### src/rtl/txpkt_fifo_pkg.sv
package txpkt_fifo_pkg;

    typedef enum logic [1:0] {
        ST_IDLE   = 2'd0,
        ST_STREAM = 2'd1,
        ST_FLUSH  = 2'd2
    } txf_state_e;

    localparam logic [7:0]  OFS_RESET   = 8'h08;
    localparam logic [7:0]  OFS_VACANCY = 8'h0C;
    localparam logic [7:0]  OFS_DATA    = 8'h10;
    localparam logic [7:0]  OFS_LENGTH  = 8'h14;
    localparam logic [31:0] FLUSH_KEY   = 32'h0000_00A5;
    localparam int          SLACK_WORDS = 4;

endpackage

### src/rtl/txpkt_fifo_store.sv
module txpkt_fifo_store #(
    parameter int DATA_W = 32,
    parameter int DEPTH  = 16
) (
    input  logic              clk,
    input  logic              rst_n,
    input  logic              flush,
    input  logic              push,
    input  logic [DATA_W-1:0] push_data,
    input  logic              pop,
    input  logic              mark_last,
    output logic [DATA_W-1:0] head_data,
    output logic              head_last
);
    localparam int AW = $clog2(DEPTH);

    logic [DATA_W-1:0] mem_q [DEPTH];
    logic [DEPTH-1:0]  last_vec;
    logic [AW-1:0]     wr_ptr_q;
    logic [AW-1:0]     rd_ptr_q;
    logic [AW-1:0]     tail_ptr;

    assign tail_ptr = wr_ptr_q - 1'b1;

    always_ff @(posedge clk) begin
        if (push) begin
            mem_q[wr_ptr_q] <= push_data;
        end
    end

    always_ff @(posedge clk or negedge rst_n) begin
        if (!rst_n) begin
            wr_ptr_q <= '0;
            rd_ptr_q <= '0;
        end else if (flush) begin
            wr_ptr_q <= '0;
            rd_ptr_q <= '0;
        end else begin
            if (push) wr_ptr_q <= wr_ptr_q + 1'b1;
            if (pop)  rd_ptr_q <= rd_ptr_q + 1'b1;
        end
    end

    for (genvar i = 0; i < DEPTH; i++) begin : g_slot
        logic slot_last_q;
        always_ff @(posedge clk or negedge rst_n) begin
            if (!rst_n) begin
                slot_last_q <= 1'b0;
            end else if (push && wr_ptr_q == AW'(i)) begin
                slot_last_q <= 1'b0;
            end else if (mark_last && tail_ptr == AW'(i)) begin
                slot_last_q <= 1'b1;
            end
        end
        assign last_vec[i] = slot_last_q;
    end

    assign head_data = mem_q[rd_ptr_q];
    assign head_last = last_vec[rd_ptr_q];

endmodule

### src/rtl/txpkt_fifo_ctrl.sv
module txpkt_fifo_ctrl
    import txpkt_fifo_pkg::*;
#(
    parameter int CAP = 12,
    parameter int CW  = 4
) (
    input  logic          clk,
    input  logic          rst_n,
    input  logic          wr_en,
    input  logic [7:0]    wr_addr,
    input  logic [31:0]   wr_data,
    input  logic          tready,
    input  logic          head_last,
    output logic          push,
    output logic          pop,
    output logic          mark_last,
    output logic          flush,
    output logic          tvalid,
    output logic [CW-1:0] occ,
    output logic          ev_done,
    output logic          ev_overrun,
    output logic          ev_len_err,
    output logic          ev_rst_done
);
    txf_state_e    state_q, state_d;
    logic [CW-1:0] occ_q, occ_d;
    logic [CW-1:0] pend_q, pend_d;
    logic [CW-1:0] cmt_q, cmt_d;
    logic          in_flush, hit_data, hit_len, commit, len_bad, overrun_c;
    logic [32:0]   req_words;

    // bus decode, all writes ignored during the flush cycle
    always_comb begin
        in_flush  = (state_q == ST_FLUSH);
        hit_data  = wr_en && !in_flush && (wr_addr == OFS_DATA);
        hit_len   = wr_en && !in_flush && (wr_addr == OFS_LENGTH);
        flush     = wr_en && !in_flush && (wr_addr == OFS_RESET) && (wr_data == FLUSH_KEY);
        push      = hit_data && (occ_q != CW'(CAP));
        overrun_c = hit_data && (occ_q == CW'(CAP));
        commit    = hit_len && (pend_q != '0);
        mark_last = commit;
        req_words = ({1'b0, wr_data} + 33'd3) >> 2;
        len_bad   = hit_len && ((wr_data == '0) ||
                    (req_words != {{(33-CW){1'b0}}, pend_q}));
        tvalid    = (state_q == ST_STREAM);
        pop       = tvalid && tready;
    end

    // counters of stored, uncommitted and committed words
    always_comb begin
        occ_d  = occ_q;
        pend_d = pend_q;
        cmt_d  = cmt_q;
        if (flush) begin
            occ_d  = '0;
            pend_d = '0;
            cmt_d  = '0;
        end else begin
            occ_d = occ_q + CW'(push) - CW'(pop);
            if (commit) begin
                pend_d = '0;
            end else if (push) begin
                pend_d = pend_q + 1'b1;
            end
            cmt_d = cmt_q + (commit ? pend_q : '0) - CW'(pop);
        end
    end

    // next-state logic
    always_comb begin
        state_d = state_q;
        unique case (state_q)
            ST_IDLE, ST_STREAM: begin
                if (flush) begin
                    state_d = ST_FLUSH;
                end else if (cmt_d != '0) begin
                    state_d = ST_STREAM;
                end else begin
                    state_d = ST_IDLE;
                end
            end
            ST_FLUSH: state_d = ST_IDLE;
            default:  state_d = ST_IDLE;
        endcase
    end

    // state register
    always_ff @(posedge clk or negedge rst_n) begin
        if (!rst_n) begin
            state_q <= ST_IDLE;
            occ_q   <= '0;
            pend_q  <= '0;
            cmt_q   <= '0;
        end else begin
            state_q <= state_d;
            occ_q   <= occ_d;
            pend_q  <= pend_d;
            cmt_q   <= cmt_d;
        end
    end

    // registered event outputs
    always_ff @(posedge clk or negedge rst_n) begin
        if (!rst_n) begin
            ev_done    <= 1'b0;
            ev_overrun <= 1'b0;
            ev_len_err <= 1'b0;
        end else begin
            ev_done    <= pop && head_last;
            ev_overrun <= overrun_c;
            ev_len_err <= len_bad;
        end
    end

    assign ev_rst_done = in_flush;
    assign occ         = occ_q;

endmodule

### src/rtl/txpkt_fifo_level.sv
module txpkt_fifo_level #(
    parameter int CW       = 4,
    parameter int FULL_AT  = 10,
    parameter int EMPTY_AT = 2
) (
    input  logic          clk,
    input  logic          rst_n,
    input  logic [CW-1:0] occ,
    output logic          ev_full,
    output logic          ev_empty
);
    localparam logic [CW-1:0] FULL_LVL  = CW'(FULL_AT);
    localparam logic [CW-1:0] EMPTY_LVL = CW'(EMPTY_AT);

    logic [CW-1:0] prev_q;

    always_ff @(posedge clk or negedge rst_n) begin
        if (!rst_n) prev_q <= '0;
        else        prev_q <= occ;
    end

    assign ev_full  = (occ >= FULL_LVL)  && (prev_q < FULL_LVL);
    assign ev_empty = (occ <= EMPTY_LVL) && (prev_q > EMPTY_LVL);

endmodule

### src/rtl/txpkt_fifo.sv
module txpkt_fifo
    import txpkt_fifo_pkg::*;
#(
    parameter int DEPTH    = 16,
    parameter int FULL_AT  = 10,
    parameter int EMPTY_AT = 2
) (
    input  logic        clk,
    input  logic        rst_n,
    input  logic        wr_en,
    input  logic [7:0]  wr_addr,
    input  logic [31:0] wr_data,
    input  logic [7:0]  rd_addr,
    output logic [31:0] rd_data,
    output logic [31:0] m_tdata,
    output logic        m_tvalid,
    input  logic        m_tready,
    output logic        m_tlast,
    output logic        ev_tx_done,
    output logic        ev_overrun,
    output logic        ev_len_err,
    output logic        ev_rst_done,
    output logic        ev_prog_full,
    output logic        ev_prog_empty
);
    localparam int CAP = DEPTH - SLACK_WORDS;
    localparam int CW  = $clog2(CAP + 1);

    logic          push, pop, mark_last, flush, head_last;
    logic [CW-1:0] occ;
    logic [CW-1:0] vac;

    txpkt_fifo_ctrl #(.CAP(CAP), .CW(CW)) ctrl_i (
        .clk        (clk),
        .rst_n      (rst_n),
        .wr_en      (wr_en),
        .wr_addr    (wr_addr),
        .wr_data    (wr_data),
        .tready     (m_tready),
        .head_last  (head_last),
        .push       (push),
        .pop        (pop),
        .mark_last  (mark_last),
        .flush      (flush),
        .tvalid     (m_tvalid),
        .occ        (occ),
        .ev_done    (ev_tx_done),
        .ev_overrun (ev_overrun),
        .ev_len_err (ev_len_err),
        .ev_rst_done(ev_rst_done)
    );

    txpkt_fifo_store #(.DATA_W(32), .DEPTH(DEPTH)) store_i (
        .clk      (clk),
        .rst_n    (rst_n),
        .flush    (flush),
        .push     (push),
        .push_data(wr_data),
        .pop      (pop),
        .mark_last(mark_last),
        .head_data(m_tdata),
        .head_last(head_last)
    );

    txpkt_fifo_level #(.CW(CW), .FULL_AT(FULL_AT), .EMPTY_AT(EMPTY_AT)) level_i (
        .clk     (clk),
        .rst_n   (rst_n),
        .occ     (occ),
        .ev_full (ev_prog_full),
        .ev_empty(ev_prog_empty)
    );

    assign m_tlast = head_last;
    assign vac     = CW'(CAP) - occ;
    assign rd_data = (rd_addr == OFS_VACANCY) ? {{(32-CW){1'b0}}, vac} : 32'd0;

endmodule

### config.mk
export PLATFORM = sky130hd
export DESIGN_NAME = txpkt_fifo
export DESIGN_NICKNAME = d
export VERILOG_FILES = /design/src/rtl/txpkt_fifo_pkg.sv /design/src/rtl/txpkt_fifo_store.sv /design/src/rtl/txpkt_fifo_ctrl.sv /design/src/rtl/txpkt_fifo_level.sv /design/src/rtl/txpkt_fifo.sv
export SDC_FILE = /design/constraint.sdc
export NUM_CORES = 1
export LEC_CHECK = 0
export BUFFER_PORTS_ARGS = -buffer_cell sky130_fd_sc_hd__buf_2
export CORE_UTILIZATION = 37
export CTS_BUF_LIST = sky130_fd_sc_hd__clkbuf_2
export DETAILED_ROUTE_END_ITERATION = 8
export GPL_ROUTABILITY_DRIVEN = 0
export SETUP_SLACK_MARGIN = 0.4
export SYNTH_ARGS = -nofsm -noshare
export SYNTH_HDL_FRONTEND = slang
export SYNTH_HIERARCHICAL = 1
export SYNTH_SLANG_ARGS = --single-unit
### constraint.sdc
create_clock -name clk -period 7.3 [get_ports clk]
set_input_delay 0.365 -clock clk [delete_from_list [all_inputs] [get_ports clk]]
set_output_delay 0.365 -clock clk [all_outputs]
set_load 0.01 [all_outputs]
==> results.ini, run 1 <==
[status]
status = complete, no violations

[run]
max-cap-violations = 0

[timing]
period_needed_ns = 4.30
finalCritPeriodShare_pct = 58.9
drv_slew = 0
rsz0062_at_grt = false
setup_tns_ns = 0
finalClockSkew_ns = 0.0789
tightestPinTransition_ns = 1.35
setup_violations = 0
slew-limit-headroom_pct = 9.79
hold_viol_final = 0
fmax_mhz = 233

[die]
die_h_um = 250
initial_core_util_pct = 37.5
coreArea_um2 = 60500
row_count = 90
fp.dieW_um = 250
ios = 124
die_area_um2 = 62300

[power_and_ir_drop]
peakVddDrop_mv = 0.222
power.leakage_nw = 9.06
pwr_density_cell_nw_per_um2 = 307

[global_routing]
grt-ovfl-total = 0
grt_use_total_pct = 18.1
grt_max_degree = 82
grt_pass1_wl_mm = 82.5
grt_pass1_vias = 13200
antenna_found_initial = 2

[setup_path]
critical-path-max-stage-delay_ns = 0.83
criticalPathCategory = reg -> out
required_ns = 6.93
crit_fanout = 52
arrival_ns = 3.94
path_cells = buf_4 > mux4_2 > a22oi_1 > nand2_1 > buf_2
setup.worst_path.start_class = flip-flop
cp_top_family = buffers and inverters
cp_num_buf_inv = 2
crit_path_end_kind = output pin
slowest_stage = dfrtp_4

[route]
vias = 12500
viasPerCell = 5.28
finalWirelength_mm = 55.0
drc = 0
postRouteAntennaNets = 0
firstDrtPassIters = 5
drt-wirelength-per-cell_um = 23.2
drt-initial-drc-count = 1192

[yosys]
synth-seq-area-share_pct = 72.7
yosys_register_bits = 557
synthFlopType = edfxtp_1
syn_inst = 1205
synthArstFlopShare_pct = 8.08
syn_area_um2 = 22700
yosys_warnings = 6
synth_enable_flop_cells = 512
synth_cell_types = 51
synth.avg_cell_area_um2 = 18.8

[clocking]
clock_latency_ns = 1.24
cts_root_buffer = clkbuf_2
cts_tree = yes
clk_pin_slew_ns = 0.10
cts_htree_levels = 4
cts_sinks = 557
cts_setup_buffers = 0
post_cts_resized = 0
numCtsBuffers = 141
clock_path_buffers = 3

[place]
dp.cells = 2042
port_buffers = 95
hpwlAfterDp_mm = 29.8

[hold_path]
hp-class = in -> reg

[finish]
nets = 1572
drive_gt1_share_pct = 31.2
area_growth_syn_to_layout_pct = 15.6
finalNonFillerCells = 2373

==> sequential cells by signal (all words and copies together), names as in the netlist, 2 cells and up <==
register,cells
store_i/mem_q,512
store_i/wr_ptr_q,4
store_i/rd_ptr_q,4
ctrl_i/state_q,2
ctrl_i/pend_q,4
ctrl_i/occ,4
level_i/prev_q,4
store_i/g_slot.slot_last_q,16
ctrl_i/cmt_q,4
==> area by class of cell <==
type	instances	area, µm²
antenna	3	7.51
clock buffer	207	1040
clock inverter	26	178
fill	5355	34200
inverter	25	93.8
multi-input combinational	561	5830
sequential	557	16500
tap	782	978
timing repair buffer	212	1600
==> worst min-delay path: cells and delay by family <==
kind | cells | cell delay [ns]
xor gates and xnor gates | 1 | 0.18
buffers and inverters | 2 | 0.64
and+or+nand+nor | 2 | 0.28
==> synthesized netlist by cell type (2+ instances only) <==
cell | n | share of area [%]
and3_1 | 6 | 0.17
mux4_2 | 132 | 13
nor2_1 | 44 | 0.73
nand3_1 | 18 | 0.40
nor4_1 | 7 | 0.19
edfxtp_1 | 512 | 68
clkbuf_1 | 35 | 0.58
ha_1 | 20 | 1.1
o21ai_0 | 11 | 0.24
a22oi_1 | 67 | 2.2
nand2b_1 | 9 | 0.25
nor2b_1 | 9 | 0.25
mux2i_1 | 6 | 0.26
buf_2 | 10 | 0.22
o211ai_1 | 6 | 0.20
or3_1 | 4 | 0.11
inv_1 | 23 | 0.38
dfrtp_1 | 45 | 5.0
and2_1 | 11 | 0.30
a21oi_1 | 21 | 0.46
buf_1 | 8 | 0.13
and4_1 | 2 | 0.077
nor4_4 | 2 | 0.19
o211a_1 | 2 | 0.088
nor3_1 | 14 | 0.31
buf_4 | 29 | 0.96
inv_2 | 2 | 0.033
fa_1 | 2 | 0.18
nand2_1 | 61 | 1.0
xor2_1 | 9 | 0.35
nor4bb_1 | 4 | 0.18
xnor2_1 | 15 | 0.58
a31oi_1 | 19 | 0.52
buf_6 | 7 | 0.35
a21o_1 | 2 | 0.066
nand4_1 | 16 | 0.44
==> final timing paths <==
check	start	endpoint	slack [ns]	cells after the start
setup reg to reg	ctrl_i/state_q[1]	store_i/mem_q[3][31]	3.63	7
max in group asynchronous	rst_n	store_i/g_slot[15].slot_last_q	6.52	4
min in group asynchronous	rst_n	store_i/rd_ptr_q[1]	0.30	4
hold reg to reg	ctrl_i/state_q[1]	ctrl_i/state_q[0]	0.46	1
setup / recovery	store_i/rd_ptr_q[1]	m_tdata[26]	3.00	5
hold / removal	m_tready	store_i/rd_ptr_q[0]	0.28	5
==> cells by family after synthesis <==
family	after synthesis	share of synthesized area, %
buffers and inverters	114	2.65
other	1	0.0165
AOI/OAI and AO/OA	136	4.17
muxes	139	13.4
adders and majority gates	22	1.28
and+or+nand+nor	212	4.82
DFF	557	72.7
xor gates and xnor gates	24	0.926
==> metrics by stage <==
stage / hold slack [ns] / cell area, µm² / power [mW] / setup WS, ns / util (%)
finish: 0.280 / 26200 / 8.05 / 3.00 / 43.4
global route: 0.173 / 26200 / 8.50 / 2.66 / 43.4
CTS: 0.0792 / 26200 / 8.20 / 2.76 / 43.4
detailed placement: 0.464 / 24100 / 6.08 / 3.69 / 39.8
global placement: 0.468 / 24100 / 6.07 / 3.77 / 39.8
floorplan: 0.0694 / 22800 / 5.33 / 2.69 / -
==> power by group <==
group / internal, mW / switching, mW
logic: 1.08 / 1.26
clock network: 0.850 / 1.20
registers: 3.53 / 0.122
total: 5.46 / 2.58
==> what timing repair did <==
item / 4_1_cts / 5_1_grt
hold buffers: 95 / 0
hold endpoints to repair: 598 / 0
setup endpoints to repair: 0 / 0
==> cells in the final DEF, fill, tap and decap left out, drive strengths merged, types with 6 or more instances in the layout <==
master and instances:
and3 6, edfxtp 512, nand3 18, o21ai 12
a31oi 19, mux4 132, nand2 61, nor2 44
buf 117, a21oi 22, and2 11, nor4 10
nor2b 9, ha 20, dfrtp 45, xor2 9
nor3 14, conb 28, dlygate4sd3 95, o211ai 7
mux2i 6, a22oi 67, nand2b 9, xnor2 15
inv 29, clkbuf 207, nand4 16, clkinv 19
==> routing by layer <==
layer | up-vias | global-route usage (%) | part of all wire (%)
li1 | 5523 | - | -
met1 | 6525 | 23.1 | 42
met2 | 403 | 29.6 | 50
met3 | 77 | 4.85 | 5.7
met4 | 0 | 6.91 | 2.2
met5 | - | 0 | 0
Note: power is estimated with default switching activity, not from simulation.
==> run 2: changes to the inputs <==
- clock period: 7.3 -> 4 ns (I/O delays scaled with it)
==> run 2 against run 1 <==
Compared with the run above: via count grew 2.6%; clock power up 100%; clock skew up 0.025 ns; sequential power is 81% higher; non-clock buffer count up 47; cell area up 3.5%; critical path depth grew 12; clock-buffer cell count down 11; worst hold slack got worse by 0.091 ns; first-iteration DRC count shrank 16%; global-route usage up 0.71 points; sequential cell count unchanged.
==> results.ini, run 2 (synthesis gave the netlist of run 1 again) <==
[status]
status = complete, no violations

[power_and_ir_drop]
switchingPower_mw = 5.13  ; +98%
pwr_density_cell_nw_per_um2 = 581  ; +89%
peakVddDrop_mv = 0.284  ; +28%
clkPwrFrac_pct = 26.4  ; +0.9 points
p_comb_share_pct = 31.7  ; +2.6 points
seqPwrFrac_pct = 41.9  ; -3.5 points
internal_power_mw = 10.6  ; +95%
netSwitchingFraction_pct = 32.5  ; +0.38 points
power.leakage_nw = 9.45  ; +4.2%

[finish]
final_cell_mix = 512 x edfxtp_1, 196 x clkbuf_2, 132 x mux4_2, 95 x buf_2, 94 x dlygate4sd3_1
finalNonFillerCells = 2438  ; +2.7%
largest_reg_flops = 512  ; unchanged
nFillCells = 5270  ; -1.6%
area_growth_syn_to_layout_pct = 19.7
drive_gt1_share_pct = 33.6  ; +2.4 points
nets = 1622  ; +3.2%
top_register = store_i/mem_q
multi_input_area_um2 = 5900  ; +1.2%
regArea_um2 = 16500  ; about the same
layout_commonest_cell = edfxtp_1
top_regs = store_i/mem_q: 512 flops, store_i/g_slot.slot_last_q: 16 flops

[global_routing]
grt_use_total_pct = 18.8  ; +0.71 points
antenna_found_initial = 3  ; +1
grt_max_degree = 58  ; -29%
grt-ovfl-total = 0  ; unchanged
grt_pass1_vias = 13500  ; +2.6%
grt_pass1_wl_mm = 85.7  ; +4.0%

[setup_path]
required_ns = 5.13  ; -1.80 ns
setup.worst_path.start_class = primary input
crit_path_end_kind = flip-flop
crit_fanout = 4  ; -92%
arrival_ns = 4.68  ; +0.74 ns
criticalPathCategory = in -> reg

[route]
drc = 0  ; unchanged
drt-wirelength-per-cell_um = 24.0  ; +3.4%
viasPerCell = 5.27  ; -0.15%
postRouteAntennaNets = 0  ; unchanged
firstDrtPassIters = 6  ; +1
vias = 12900  ; +2.6%
drt-initial-drc-count = 1007  ; -16%
finalWirelength_mm = 58.4  ; +6.2%

[timing]
setup_violations = 0  ; unchanged
setup_tns_ns = 0  ; unchanged
period_needed_ns = 3.55
rsz0062_at_grt = true
hold_viol_final = 0  ; unchanged
slew-limit-headroom_pct = 36.5  ; +27 points
finalClockSkew_ns = 0.104  ; +0.0251 ns
drv_slew = 0  ; unchanged
finalCritPeriodShare_pct = 88.7
tightestPinTransition_ns = 0.944  ; -0.406 ns
fmax_mhz = 282

[clocking]
clk_pin_slew_ns = 0.10  ; about the same
cts_root_buffer = clkbuf_2
cts_htree_levels = 4  ; unchanged
cts_sinks = 557  ; unchanged
clock_path_buffers = 3  ; unchanged
cts_tree = yes
clock_latency_ns = 1.28  ; +0.04 ns
numCtsBuffers = 141  ; unchanged

[die]
coreArea_um2 = 60500  ; unchanged
die_area_um2 = 62300  ; unchanged
fp.dieW_um = 250  ; unchanged
initial_core_util_pct = 37.5  ; unchanged
row_count = 90  ; unchanged
ios = 124  ; unchanged
die_h_um = 250  ; unchanged

[place]
hpwlAfterDp_mm = 31.4  ; +5.4%
dp.cells = 2067  ; +1.2%
port_buffers = 95  ; unchanged

[run]
max-cap-violations = 0  ; unchanged

[hold_path]
hp-class = in -> reg

run 2: final cells by class:
type	instances	share of cell area, %
Multi-Input combinational cell	564	21.7
Sequential cell	557	60.8
Timing Repair Buffer	259	8.29
Clock buffer	196	3.61
Antenna cell	6	0.0553
Clock inverter	49	1.58
Tap cell	782	3.60
Inverter	25	0.346
run 2: per-stage QoR:
| step | util (%) | setup slack [ns] | instance area [µm²] | power, mW | hold WS [ns] |
|---|---|---|---|---|---|
| CTS | 44.8 | 0.409 | 27100 | 15.9 | 0.0343 |
| detailed placement | 40.4 | 0.603 | 24400 | 11.2 | 0.155 |
| finish | 44.9 | 0.453 | 27200 | 15.8 | 0.189 |
| global route | 44.9 | 0.357 | 27200 | 16.6 | 0.0786 |
| global placement | 40.4 | 0.678 | 24400 | 11.1 | 0.150 |
| floorplan | - | 0.411 | 22800 | 9.73 | -0.0956 |
run 2: worst max-delay path: stages:
cell and delay [ns]:
dlygate4sd3_1 0.54, buf_2 0.12, dlygate4sd3_1 0.54, or4_4 0.44, dlygate4sd3_1 0.58, nor3_1 0.27
nand3_2 0.19, a21oi_4 0.19, nand2_1 0.07, ha_1 0.27, inv_1 0.07, ha_1 0.31
a21o_1 0.18, a21oi_1 0.17, xnor2_1 0.16, xnor2_1 0.11, a311oi_1 0.27
run 2: timing repair:
| item | CTS | global route |
|---|---|---|
| resized for setup | 6 | 9 |
| endpoints found under the hold margin | 625 | 0 |
| hold buffers | 94 | 0 |
| gates cloned | 2 | 1 |
| setup buffers | 20 | 3 |
| setup endpoints to repair | 33 | 18 |
| pin swaps | 1 | 1 |
run 2: path summary, 6_finish.rpt:
kind | start | end | slack (ns) | cells after the start
max in group asynchronous | rst_n | store_i/rd_ptr_q[0] | 2.34 | 5
min reg2reg | ctrl_i/state_q[1] | ctrl_i/state_q[0] | 0.53 | 1
min | wr_addr[5] | ctrl_i/cmt_q[0] | 0.19 | 6
max reg2reg | ctrl_i/state_q[1] | store_i/mem_q[3][20] | 0.58 | 8
max | wr_addr[6] | ctrl_i/state_q[0] | 0.45 | 17
min in group asynchronous | rst_n | store_i/g_slot[0].slot_last_q | 0.66 | 4
run 2: power groups by stage:
stage | Sequential [mW] | Combinational, mW | Clock (mW)
floorplan | 6.63 | 3.10 | 0
global placement | 6.87 | 4.27 | 0
detailed placement | 6.88 | 4.30 | 0
CTS | 6.60 | 5.05 | 4.30
global route | 6.62 | 5.37 | 4.58
finish | 6.61 | 5.00 | 4.17
run 2: layer usage:
metal	global-route usage, %	part of all wire, %	vias up
li1	-	-	5641
met3	4.56	5.2	79
met4	6.31	1.7	0
met1	23.6	42	6719
met5	0	0	-
met2	32.0	51	413
